$ cat src/rtl/eirq_pkg.sv
package eirq_pkg;
    localparam int PORT_BITS = 8;
    localparam int NUM_PORTS = 3;
    localparam int ADDR_W    = 4;
    localparam int LINES     = PORT_BITS * NUM_PORTS;
    localparam int PAGE_W    = 2;
    localparam int ARM_DEPTH = 3;

    localparam logic [ADDR_W-1:0] OFS_PENDING = 4'h6;
    localparam logic [ADDR_W-1:0] OFS_PAGE    = 4'h7;
    localparam logic [ADDR_W-1:0] OFS_WIN     = 4'h8;

    typedef enum logic [PAGE_W-1:0] {
        PG_NONE = 2'd0,
        PG_POL  = 2'd1,
        PG_ENA  = 2'd2,
        PG_ID   = 2'd3
    } page_e;

    typedef struct packed {
        logic                 wr;
        logic [ADDR_W-1:0]    addr;
        logic [PORT_BITS-1:0] data;
    } host_req_t;

    function automatic logic [ADDR_W-1:0] win_addr(int p);
        return ADDR_W'(int'(OFS_WIN) + p);
    endfunction
endpackage

$ cat src/rtl/eirq_edge.sv
module eirq_edge
    import eirq_pkg::*;
#(
    parameter int W = LINES
) (
    input  logic         clk,
    input  logic         rst,
    input  logic [W-1:0] pin,
    input  logic [W-1:0] pol,
    output logic [W-1:0] hit
);
    logic [W-1:0]           meta;
    logic [W-1:0]           lvl;
    logic [W-1:0]           prev;
    logic [ARM_DEPTH-1:0]   arm;
    logic [W-1:0]           rise;
    logic [W-1:0]           fall;

    always_ff @(posedge clk) begin
        if (rst) begin
            meta <= '0;
            lvl  <= '0;
            prev <= '0;
            arm  <= '0;
        end else begin
            meta <= pin;
            lvl  <= meta;
            prev <= lvl;
            arm  <= {arm[ARM_DEPTH-2:0], 1'b1};
        end
    end

    assign rise = lvl & ~prev;
    assign fall = ~lvl & prev;

    // per-line polarity choice; suppressed until the history is real
    for (genvar g = 0; g < W; g++) begin : g_sel
        assign hit[g] = arm[ARM_DEPTH-1] & (pol[g] ? rise[g] : fall[g]);
    end
endmodule

$ cat src/rtl/eirq_cfg.sv
module eirq_cfg
    import eirq_pkg::*;
#(
    parameter int NP = NUM_PORTS,
    parameter int PB = PORT_BITS,
    localparam int L = NP * PB
) (
    input  logic        clk,
    input  logic        rst,
    input  host_req_t   req,
    output page_e       page,
    output logic [L-1:0] pol,
    output logic [L-1:0] en,
    output logic [NP-1:0] id_wr
);
    logic [NP-1:0] wsel;

    for (genvar g = 0; g < NP; g++) begin : g_dec
        assign wsel[g]  = req.wr && (req.addr == win_addr(g));
        assign id_wr[g] = wsel[g] && (page == PG_ID);
    end

    always_ff @(posedge clk) begin
        if (rst) begin
            page <= PG_NONE;
            pol  <= '0;
            en   <= '0;
        end else begin
            if (req.wr && req.addr == OFS_PAGE)
                page <= page_e'(req.data[PB-1 -: PAGE_W]);
            for (int p = 0; p < NP; p++) begin
                if (wsel[p] && page == PG_POL) pol[p*PB +: PB] <= req.data;
                if (wsel[p] && page == PG_ENA) en[p*PB +: PB]  <= req.data;
            end
        end
    end

    assert_page_load_R2: assert property (@(posedge clk) disable iff (rst)
        (req.wr && req.addr == OFS_PAGE) |=> (page == $past(req.data[PB-1 -: PAGE_W])));

    assert_page0_inert_R12: assert property (@(posedge clk) disable iff (rst)
        (req.wr && page == PG_NONE) |=> ($stable(pol) && $stable(en)));

    assert_cfg_reset_R1: assert property (@(posedge clk)
        rst |=> (page == PG_NONE && pol == '0 && en == '0));
endmodule

$ cat src/rtl/eirq_latch.sv
module eirq_latch
    import eirq_pkg::*;
#(
    parameter int NP = NUM_PORTS,
    parameter int PB = PORT_BITS,
    localparam int L = NP * PB
) (
    input  logic          clk,
    input  logic          rst,
    input  logic [L-1:0]  hit,
    input  logic [L-1:0]  en,
    input  logic [NP-1:0] id_wr,
    input  logic [PB-1:0] wdata,
    output logic [L-1:0]  id,
    output logic [NP-1:0] pending
);
    logic [L-1:0] keep;
    logic [L-1:0] fresh;

    for (genvar g = 0; g < NP; g++) begin : g_port
        assign keep[g*PB +: PB] = id_wr[g] ? wdata : {PB{1'b1}};
        assign pending[g]       = |id[g*PB +: PB];
    end

    assign fresh = hit & en;

    // new events win over a clear in the same cycle
    always_ff @(posedge clk) begin
        if (rst) id <= '0;
        else     id <= (id & keep) | fresh;
    end

    assert_masked_line_R7: assert property (@(posedge clk) disable iff (rst)
        1'b1 |=> ((id & ~$past(id) & ~$past(en)) == '0));

    assert_edge_kept_R9: assert property (@(posedge clk) disable iff (rst)
        1'b1 |=> (($past(hit & en) & ~id) == '0));

    assert_sticky_R8: assert property (@(posedge clk) disable iff (rst)
        (id_wr == '0) |=> (($past(id) & ~id) == '0));

    assert_id_reset_R1: assert property (@(posedge clk)
        rst |=> (id == '0));
endmodule

$ cat src/rtl/eirq_ctrl.sv
module eirq_ctrl
    import eirq_pkg::*;
#(
    parameter int NP = NUM_PORTS,
    parameter int PB = PORT_BITS,
    localparam int L = NP * PB
) (
    input  logic              clk,
    input  logic              rst,
    input  logic              bus_wr,
    input  logic [ADDR_W-1:0] bus_addr,
    input  logic [PB-1:0]     bus_wdata,
    output logic [PB-1:0]     bus_rdata,
    input  logic [L-1:0]      line_in,
    output logic              irq
);
    host_req_t     req;
    page_e         page;
    logic [L-1:0]  pol;
    logic [L-1:0]  en;
    logic [L-1:0]  id;
    logic [L-1:0]  hit;
    logic [NP-1:0] id_wr;
    logic [NP-1:0] pending;

    assign req.wr   = bus_wr;
    assign req.addr = bus_addr;
    assign req.data = bus_wdata;

    eirq_cfg #(.NP(NP), .PB(PB)) u_cfg (
        .clk   (clk),
        .rst   (rst),
        .req   (req),
        .page  (page),
        .pol   (pol),
        .en    (en),
        .id_wr (id_wr)
    );

    eirq_edge #(.W(L)) u_edge (
        .clk (clk),
        .rst (rst),
        .pin (line_in),
        .pol (pol),
        .hit (hit)
    );

    eirq_latch #(.NP(NP), .PB(PB)) u_latch (
        .clk     (clk),
        .rst     (rst),
        .hit     (hit),
        .en      (en),
        .id_wr   (id_wr),
        .wdata   (bus_wdata),
        .id      (id),
        .pending (pending)
    );

    assign irq = |pending;

    always_comb begin
        bus_rdata = '0;
        if (bus_addr == OFS_PENDING)
            bus_rdata[NP-1:0] = pending;
        if (bus_addr == OFS_PAGE)
            bus_rdata[PB-1 -: PAGE_W] = page;
        for (int p = 0; p < NP; p++) begin
            if (bus_addr == win_addr(p)) begin
                case (page)
                    PG_POL:  bus_rdata = pol[p*PB +: PB];
                    PG_ENA:  bus_rdata = en[p*PB +: PB];
                    PG_ID:   bus_rdata = id[p*PB +: PB];
                    default: bus_rdata = '0;
                endcase
            end
        end
    end

    assert_irq_rise_R11: assert property (@(posedge clk) disable iff (rst)
        $rose(irq) |-> ($past(hit & en) != '0));
endmodule

$ cat config.mk
export PLATFORM = sky130hd
export DESIGN_NAME = eirq_ctrl
export DESIGN_NICKNAME = d
export VERILOG_FILES = /design/src/rtl/eirq_pkg.sv /design/src/rtl/eirq_edge.sv /design/src/rtl/eirq_cfg.sv /design/src/rtl/eirq_latch.sv /design/src/rtl/eirq_ctrl.sv
export SDC_FILE = /design/constraint.sdc
export NUM_CORES = 1
export LEC_CHECK = 0
export BUFFER_PORTS_ARGS = -buffer_cell sky130_fd_sc_hd__buf_4
export CAP_MARGIN = 0
export CORE_AREA = 2 2 109 111
export CTS_CLUSTER_DIAMETER = 80
export DETAILED_ROUTE_END_ITERATION = 6
export DIE_AREA = 0 0 111 113
export MAX_ROUTING_LAYER = met4
export PLACE_DENSITY_LB_ADDON = 0.12
export SLEW_MARGIN = 40
export SYNTH_ARGS = -nofsm -noshare
export SYNTH_HDL_FRONTEND = slang
export SYNTH_SLANG_ARGS = --single-unit
$ cat constraint.sdc
create_clock -name clk -period 1.6 [get_ports clk]
set_clock_uncertainty 0.05 [all_clocks]
set_input_delay 0.16 -clock clk [delete_from_list [all_inputs] [get_ports clk]]
set_output_delay 0.16 -clock clk [all_outputs]
set_load 0.02 [all_outputs]
### Yosys cells after proc, flatten, opt, wreduce, memory -nomap -nowiden

Cells that the tools add are included.
Widths: inputs -> output; s select.

* bitwise logic cells: 31
* reduce and logical (&&, ||, !) cells: 17
* multiplexer cells: 36
* eq/ne operators: 8

Operators with widths (count)
* $and 24x24->24: 4
* $pmux 8 s3: 3
* $mux 8: 6
* $not 24->24: 2
* $mux 1: 25
* $and 1x1->1: 24
* $or 24x24->24: 1
* $reduce_or 24->1: 1
* $reduce_or 8->1: 3
* $logic_and 1x1->1: 13
* $eq 4x4->1 const B: 3
* $eq 4x3->1 const B: 2
* $eq 2x2->1 const B: 2
* $mux 3: 1
* $eq 2x1->1 const B: 1
* $mux 2: 1

* input bits: 39
* register bits: 149
* output and inout bits: 9

### Depth between registers and ports, before layout

Gate-level depths: netlist (run 1).

* depth after elaboration: 6
* gate-level depth with buffers: 7
* gate-level depth less buffers: 4

### By module

From an unflattened synthesis (run 1), not the netlist that was laid out.

* cells, all modules: 653
* area, all modules: 6867.8 µm²

Modules (own cells, without submodules)
* eirq_edge: area each 2663.8 µm², cells an instance 235, sequential area each 1501.4 µm², times used 1
* eirq_cfg: area each 2109.5 µm², cells an instance 189, sequential area each 1001.0 µm², times used 1
* eirq_latch: area each 1246.2 µm², cells an instance 134, sequential area each 480.5 µm², times used 1
* eirq_ctrl: area each 848.3 µm², cells an instance 95, sequential area each 0.0 µm², times used 1

### Worst setup path before layout (run 1)

No wires, ideal clock.

* path type: reg2out
* start: register u_cfg.page[0]
* end: output port bus_rdata[7]
* arrival time: 1864 ps
* stages on the path, launching flop included: 7
* buffers on the path: 4
* setup slack: -474 ps
* data required time: 1390 ps
* cell sequence: dfxtp_1 clkbuf_2 buf_2 buf_2 clkbuf_1 o21ai_0 a221oi_1

* cells in the longest elaborated chain, start to end: 5
* elaborated cells between the ends (all ways): 9
* classes of those cells: eq/ne (3); mux (6)

RTL lines
* from (decl): RTL line eirq_cfg.sv:11 `output page_e page,`
* from (signal assigned): RTL line eirq_cfg.sv:30 `page <= page_e'(req.data[PB-1 -: PAGE_W]);`
* $eq 2x2->1 or $eq 2x1->1 (tied branches): RTL line eirq_ctrl.sv:69 `case (page)`
* $pmux 8 s3: RTL line eirq_ctrl.sv:69
* $mux 8 (2 in series): RTL line eirq_ctrl.sv:68 `if (bus_addr == win_addr(p)) begin`
* $mux 8 (*): RTL line eirq_ctrl.sv:68
* to (decl): RTL line eirq_ctrl.sv:13 `output logic [PB-1:0] bus_rdata,`

Every way passes the cells marked *; elsewhere a longest branch is shown, timed or not.

### Worst setup path in the final report (run 1)

* start: register u_cfg.page[0]
* end: output port bus_rdata[1]

Same word-level chain as after synthesis.

==> metrics.md, run 1 <==
| Metric | Value |
|---|---|
| Mapped Nets | slightly below 700 |
| Number of buffers created by CTS | 17 |
| Number of global-route vias before repair | between 5000 and 6000 |
| Placed instance area | around 6900 µm² |
| Critical Path Fanout Max | 6 |
| Largest area contributor in the netlist | dfxtp_1 |
| Sequential fraction of the synthesis area | 50.1% |
| Number of nets still failing antenna checks after routing | 0 |
| Placed wire-length estimate | about 10000 µm |
| Routability-driven placement congestion ratio | ~0.9 |
| Layout fillers | 848 |
| Cell Count Post-Placement | approximately 850 |
| Slowest cell on the critical path | dfxtp_4 |
| Total internal power | ~6300 µW |
| Count of vias placed by the detailed router | roughly 5200 |
| CP cell instances | clkbuf_16 > mux2_2 > a22oi_2 > o22ai_1 > or3_4 > buf_6 |
| Deepest level of the CTS H-tree | 4 |
| Switching part of the total | 21.5% |
| Buffers and inverters on the worst path | 2 |
| Count of final max-slew check failures | 0 |
| Leading post-synthesis cells by cell area | dfxtp_1, nor2b_1, mux2i_1 |
| WP data arrival | 2.03 ns |
| Worst path max stage delay | around 0.38 ns |
| DIE AREA | roughly 13000 µm² |
| Static leakage | ~0.003 µW |
| Number of core rows | 39 |
| Slew of the pin with the lowest slew margin | 0.472 ns |
| Area growth from synthesis to layout | 35.9% |
| Clock network power share | between 40% and 50% |
| Met2 WL post-DR | 7760 µm |
| Hold Worst Slack | ~0.016 ns |
| Number of top-level design ports | 48 |
| Wire length of the first global-routing pass | 25600 µm |
| Detailed Route Iter0 Violations | roughly 370 |
| Overall Global Routing Usage | a little over a quarter |
| Non-filler instance count after layout | 920 |
| Violations in the final reports | setup timing |
| Starting density of the core | between 50% and 60% |
| TritonCTS clock tree | yes |
| Type of destination of the critical path | output port |
| Count of distinct cell types in the synthesized netlist | 39 |
| Share of the synthesized area in the top cell type | roughly 50% |
| Max-Cap Viols | 0 |
| Synth Cell Area | 5950 µm² |
| I/O Buffers | 47 |
| Crit path launch type | flop |
| Final count of hold timing violations | 0 |
| Critical path's top delay family | flip-flops |
| Leading cell types in the layout, fill and taps excluded | dfxtp_1, buf_4, nor2b_1 |
| Finished layout cell area | about 8000 µm² |
| Initial antenna violation count | 0 |
| Total power divided by cell area | ~990 nW/µm² |
| Number of clock sinks | roughly 150 |
| Number of optimization iterations in the first detailed-route pass | 5 |
| Clock period minus worst slack | around 2.2 ns |
| Logic gate share of total power | 5.2% |
| Clock slew at the register clock pins of the worst setup and hold paths | 0.06 ns |
| Mean instance size in the synthesized netlist | 9.17 µm² |
| YS warnings | 0 |
| Area of combinational cells with multiple inputs | ~3000 µm² |
| Register-to-Register Path Depth | 6 |
| Number of diodes added for antenna fixing | 0 |
| Worst ir drop on vdd | roughly 0.00085 V |
| Worst hold path stage count | 3 |
| Total number of cells along the worst setup path | 6 |
| Data required time at the worst endpoint | roughly 1.4 ns |
| Peak Freq | 446 MHz |
| Area of the core | around 11000 µm² |
| DRC violations left | 0 |
| Clock tree root buffer cell | clkbuf_16 |
| Storage cell area | about 3000 µm² |
| Leading cell type in the layout, fill and taps excluded | dfxtp_1 |
| WL met1 | between 7000 and 8000 µm |
| Synthesized flop and latch total | approximately 150 |
| Worst slew margin | between 60% and 70% |
| Hold Crit Class | input pin to flop |
| Drt total wl | about 16000 µm |
| Nets | 803 |
| Critical setup path kind | flop to output port |
| Vias per cell | around 5.7 |
| Die span in y | approximately 110 µm |
| Routed met3 length | 864 µm |
| Later-pin clock latency in the skew report | about 0.42 ns |
| Total power after layout | between 8000 and 9000 µW |
| Max Used Layer | met4 |
| Final worst slack | -0.640 ns |
| Residual overflow from global routing | 0 |
| Worst-case clock buffer depth | 2 |
| Run status | finished with violations |
| Drt wl/cell | 17.7 µm |
| Final Core Density | slightly above 70% |
| Largest net degree at the start of global routing | 51 |
| Share of layout cells above drive strength 1 | roughly a quarter |
| X dimension of the die | about 110 µm |
| Post-synthesis cell count | 649 |
| Period utilisation layout | 140% |
| RSZ-0062 raised after global routing | true |
| Setup-failing EPs final | 14 |
| Seq pwr share | 47.7% |
| Switching power of the nets | approximately 1700 µW |
worst register-to-register path, delay by kind of cell, from the launching register on:
kind | cells | cell delay [ns]
buffers and inverters | 2 | 0.42
AND/OR/NAND/NOR | 3 | 0.47
multiplexers | 1 | 0.20
flip-flops | 1 | 0.38
state kept, by name (all words and copies together), names as in the netlist:
name         flops
u_edge.prev     24
u_cfg.pol       24
u_edge.lvl      24
u_latch.id      24
u_cfg.page       2
u_cfg.en        24
u_edge.meta     24
u_edge.arm       3
cell type report:
| cell class | count | area share (%) |
|---|---|---|
| inverters | 2 | 0.0928 |
| repair buffers | 141 | 16.1 |
| well taps | 143 | 2.21 |
| flip-flops and latches | 149 | 37.0 |
| clock inverters | 8 | 0.913 |
| multi-input cells | 453 | 37.6 |
| clock buffers | 24 | 6.08 |
worst paths after layout:
| check | from | to | slack, ns |
|---|---|---|---|
| max | u_cfg.page[0]$_SDFFE_PP0P_ | bus_rdata[1] | -0.64 |
| min | bus_wdata[1] | u_cfg.en[17]$_SDFFE_PP0P_ | 0.02 |
| max reg2reg | u_cfg.page[0]$_SDFFE_PP0P_ | u_cfg.pol[1]$_SDFFE_PP0P_ | -0.04 |
| min reg2reg | u_edge.meta[17]$_SDFF_PP0_ | u_edge.lvl[17]$_SDFF_PP0_ | 0.38 |
per-stage QoR:
step,setup slack (ns),TNS (ns)
final,-0.640,-4.94
after global routing,-0.667,-6.16
after CTS,-0.660,-5.34
after detailed placement,-0.267,-7.55
after global placement,-0.255,-5.91
after floorplan,-0.0964,-1.94
metal layers:
metal	global-route usage (%)	up-vias
li1	-	2515
met1	32.4	2489
met2	42.7	176
met3	5.57	42
met4	12.1	0
met5	-	-
cell families after synthesis:
family	share of synthesized area, %
multiplexers	8.26
AND/OR/NAND/NOR	21.7
AO/OA/AOI/OAI	16.6
flip-flops	50.1
buffers and inverters	3.32
synth_stat cells (all sizes together):
cell type	count
a21oi	57
nor4bb	1
or3	3
or4b	1
and4	1
clkbuf	39
a2111oi	1
nand4	2
o2bb2ai	4
nand4bb	2
mux2i	39
a31oi	1
nand2b	2
nor3	3
buf	6
a22oi	9
nand3	1
a22o	1
and4bb	1
nor2b	76
nor2	61
and3	2
nor3b	24
nand2	49
clkinv	1
a211oi	6
nand3b	2
o22ai	8
o211ai	24
mux2	9
inv	1
o21ai	52
a221oi	4
o22a	1
dfxtp	149
nor4	6
power groups by stage:
stage                     sequential (µW)  clock (µW)  combinational (µW)
after floorplan                      3890           0                 191
final                                3820        3770                 420
after global routing                 3830        3960                 451
after CTS                            3820        3820                 404
after detailed placement             3900           0                 349
after global placement               3900           0                 341
what timing repair did:
action | in CTS | in global routing
hold endpoints to repair | 28 | 0
buffers inserted | 1 | 6
cloned | 0 | 4
gates resized for setup | 32 | 43
hold buffers | 26 | 0
pin swaps | 5 | 10
setup endpoints to repair | 47 | 62
No activity file was read; power rests on OpenSTA's default activity.
==> run 2, diff against run 1 <==
--- a/config.mk
+++ b/config.mk
@@ -11,7 +11,6 @@
 export CTS_CLUSTER_DIAMETER = 80
 export DETAILED_ROUTE_END_ITERATION = 6
 export DIE_AREA = 0 0 111 113
-export MAX_ROUTING_LAYER = met4
 export PLACE_DENSITY_LB_ADDON = 0.12
 export SLEW_MARGIN = 40
 export SYNTH_ARGS = -nofsm -noshare
==> run 2 against run 1 <==
  * Register-to-register slack worse by 0.05 ns
  * Flip-flop and latch count unchanged
  * Critical path depth unchanged
  * Highest routed layer unchanged
  * Clock power increased by 2%
  * Routed wire length fell by 3.0%
  * Maximum frequency down 0.82%
  * Sequential power hardly changed
  * Critical path type unchanged
  * Utilization rose by 0.56 points
  * The flow still finishes with violations (setup timing)
  * Non-clock buffer count decreased by 4
==> metrics.md, run 2 (same netlist as run 1, synthesis figures left out) <==
| Metric | Value |
|---|---|
| Data required time at the worst endpoint | between 1 and 1.5 ns |
| Count of vias placed by the detailed router | 5194 |
| Wire length of the first global-routing pass | around 26000 µm |
| Worst slack, placed | -0.338 ns |
| Routability-driven placement congestion ratio | ~0.9 |
| Final count of hold timing violations | 0 |
| Storage cell area | roughly 3000 µm² |
| Worst-case clock buffer depth | 2 |
| Number of optimization iterations in the first detailed-route pass | 6 |
| Count of final max-slew check failures | 0 |
| DRC violations left | 0 |
| Leading cell type in the layout, fill and taps excluded | dfxtp_1 |
| Area of combinational cells with multiple inputs | 3110 µm² |
| Largest net degree at the start of global routing | 67 |
| Post-route setup TNS | -6.99 ns |
| I/O Buffers | 47 |
| Run status | finished with violations |
| Slew of the pin with the lowest slew margin | roughly 0.45 ns |
| Peak Freq | between 400 and 500 MHz |
| Layout fillers | between 800 and 900 |
| Residual overflow from global routing | 0 |
| X dimension of the die | 111 µm |
| Setup-failing EPs final | between 50 and 60 |
| Period utilisation layout | 141% |
| Clock slew at the register clock pins of the worst setup and hold paths | approximately 0.060 ns |
| Later-pin clock latency in the skew report | between 0.4 and 0.5 ns |
| Area of the core | ~11000 µm² |
| Worst slew margin | a little over two thirds |
| Non-filler instance count after layout | 916 |
| Total power divided by cell area | 995 nW/µm² |
| Worst reg2reg startpoint | u_cfg.page[0]$_SDFFE_PP0P_ |
| TritonCTS clock tree | yes |
| Final worst slack | -0.658 ns |
| Number of core rows | 39 |
| Area growth from synthesis to layout | 36.9% |
| CP Launch Point | u_cfg.page[0]$_SDFFE_PP0P_ |
| Number of clock sinks | 149 |
| Critical Path Fanout Max | 6 |
| Number of nets still failing antenna checks after routing | 0 |
| Number of global-route vias before repair | about 5200 |
| DIE AREA | approximately 13000 µm² |
| WP data arrival | around 2 ns |
| Number of buffers created by CTS | 17 |
| Number of diodes added for antenna fixing | 0 |
| Initial antenna violation count | 0 |
| Clock period minus worst slack | 2.26 ns |
| Worst ir drop on vdd | 0.000882 V |
| Deepest level of the CTS H-tree | 4 |
| Clock tree root buffer cell | clkbuf_16 |
| CP cell instances | buf_12 > mux2_2 > a22oi_2 > o22ai_1 > or3_4 > buf_6 |
| Cell Count Post-Placement | about 850 |
| Vias per cell | about 5.7 |
| RSZ-0062 raised after global routing | true |
| Type of destination of the critical path | output port |
| Drt total wl | roughly 16000 µm |
| Violations in the final reports | setup timing |
| Overall Global Routing Usage | 26.2% |
| Drt wl/cell | approximately 17 µm |
| Critical setup path kind | flop to output port |
| Slowest cell on the critical path | dfxtp_4 |
| Startpoint of the lowest-slack hold path | rst |
| Crit path launch type | flop |
| Leading cell types in the layout, fill and taps excluded | dfxtp_1, buf_4, nor2b_1 |
| Detailed Route Iter0 Violations | about 330 |
| Buffers and inverters on the worst path | 2 |
| Placed wire-length estimate | between 10000 and 15000 µm |
| Nets | between 700 and 800 |
| Max-Cap Viols | 0 |
| Starting density of the core | a little over half |
| Static leakage | between 0.002 and 0.003 µW |
| Critical path's top delay family | flip-flops |
| Hold Crit Class | input pin to flop |
| Worst path max stage delay | 0.40 ns |
| Share of layout cells above drive strength 1 | about a quarter |
| Die span in y | around 110 µm |
| Number of top-level design ports | 48 |
==> run 2: cell count changes in the layout (fill, tap and decap cells not counted), sizes merged, moves of 2 or more <==
| cell | change |
|---|---|
| buf | -8 |
| clkbuf | -5 |
| clkinvlp | +2 |
| dlygate4sd3 | +5 |
| inv | +2 |
==> run 2: what timing repair did <==
item / 4_1_cts / 5_1_grt
resized for setup: 54 / 43
hold endpoints to repair: 39 / 0
pin swaps: 16 / 7
setup endpoints to repair: 81 / 81
cloned: 2 / 0
buffers inserted: 5 / 0
hold buffers: 31 / 0
==> run 2: through the flow <==
stage	total power [µW]	util [%]	area (µm²)	hold slack, ns
finish	8110	72.3	8150	0.0243
detailed placement	4250	60.8	6850	0.324
global placement	4240	60.8	6850	0.319
global route	8380	72.3	8150	0.0330
floorplan	4080	-	6080	0.238
CTS	8170	71.4	8050	0.00914
==> run 2: where the power goes <==
group / leakage [µW] / switching [µW] / internal [µW] / total [µW]
sequential: 0.00122 / 33.3 / 3790 / 3820
clock: 0.000277 / 1530 / 2330 / 3860
combinational: 0.00146 / 209 / 217 / 426
total: 0.00296 / 1770 / 6330 / 8110
==> run 2: worst paths after layout <==
path / cells past startpoint / slack [ns] / to
max reg2reg: 8 / -0.09 / u_cfg.en[0]$_SDFFE_PP0P_
min: 2 / 0.02 / u_cfg.en[8]$_SDFFE_PP0P_
max: 6 / -0.66 / bus_rdata[0]
min reg2reg: 1 / 0.38 / u_edge.lvl[13]$_SDFF_PP0_
==> run 2: area by class of cell <==
type | instances | area share [%]
sequential | 149 | 36.7
clock inverter | 12 | 1.58
clock buffer | 20 | 5.48
inverter | 2 | 0.138
multi-input combinational | 453 | 38.2
timing repair buffer | 137 | 15.7
tap | 143 | 2.20
==> run 2: layer usage <==
layer / part of all wire, % / global-route usage (%)
met1: 43 / 32.5
met2: 47 / 42.4
met3: 6.8 / 7.87
met4: 2.7 / 11.8
met5: 0 / 0
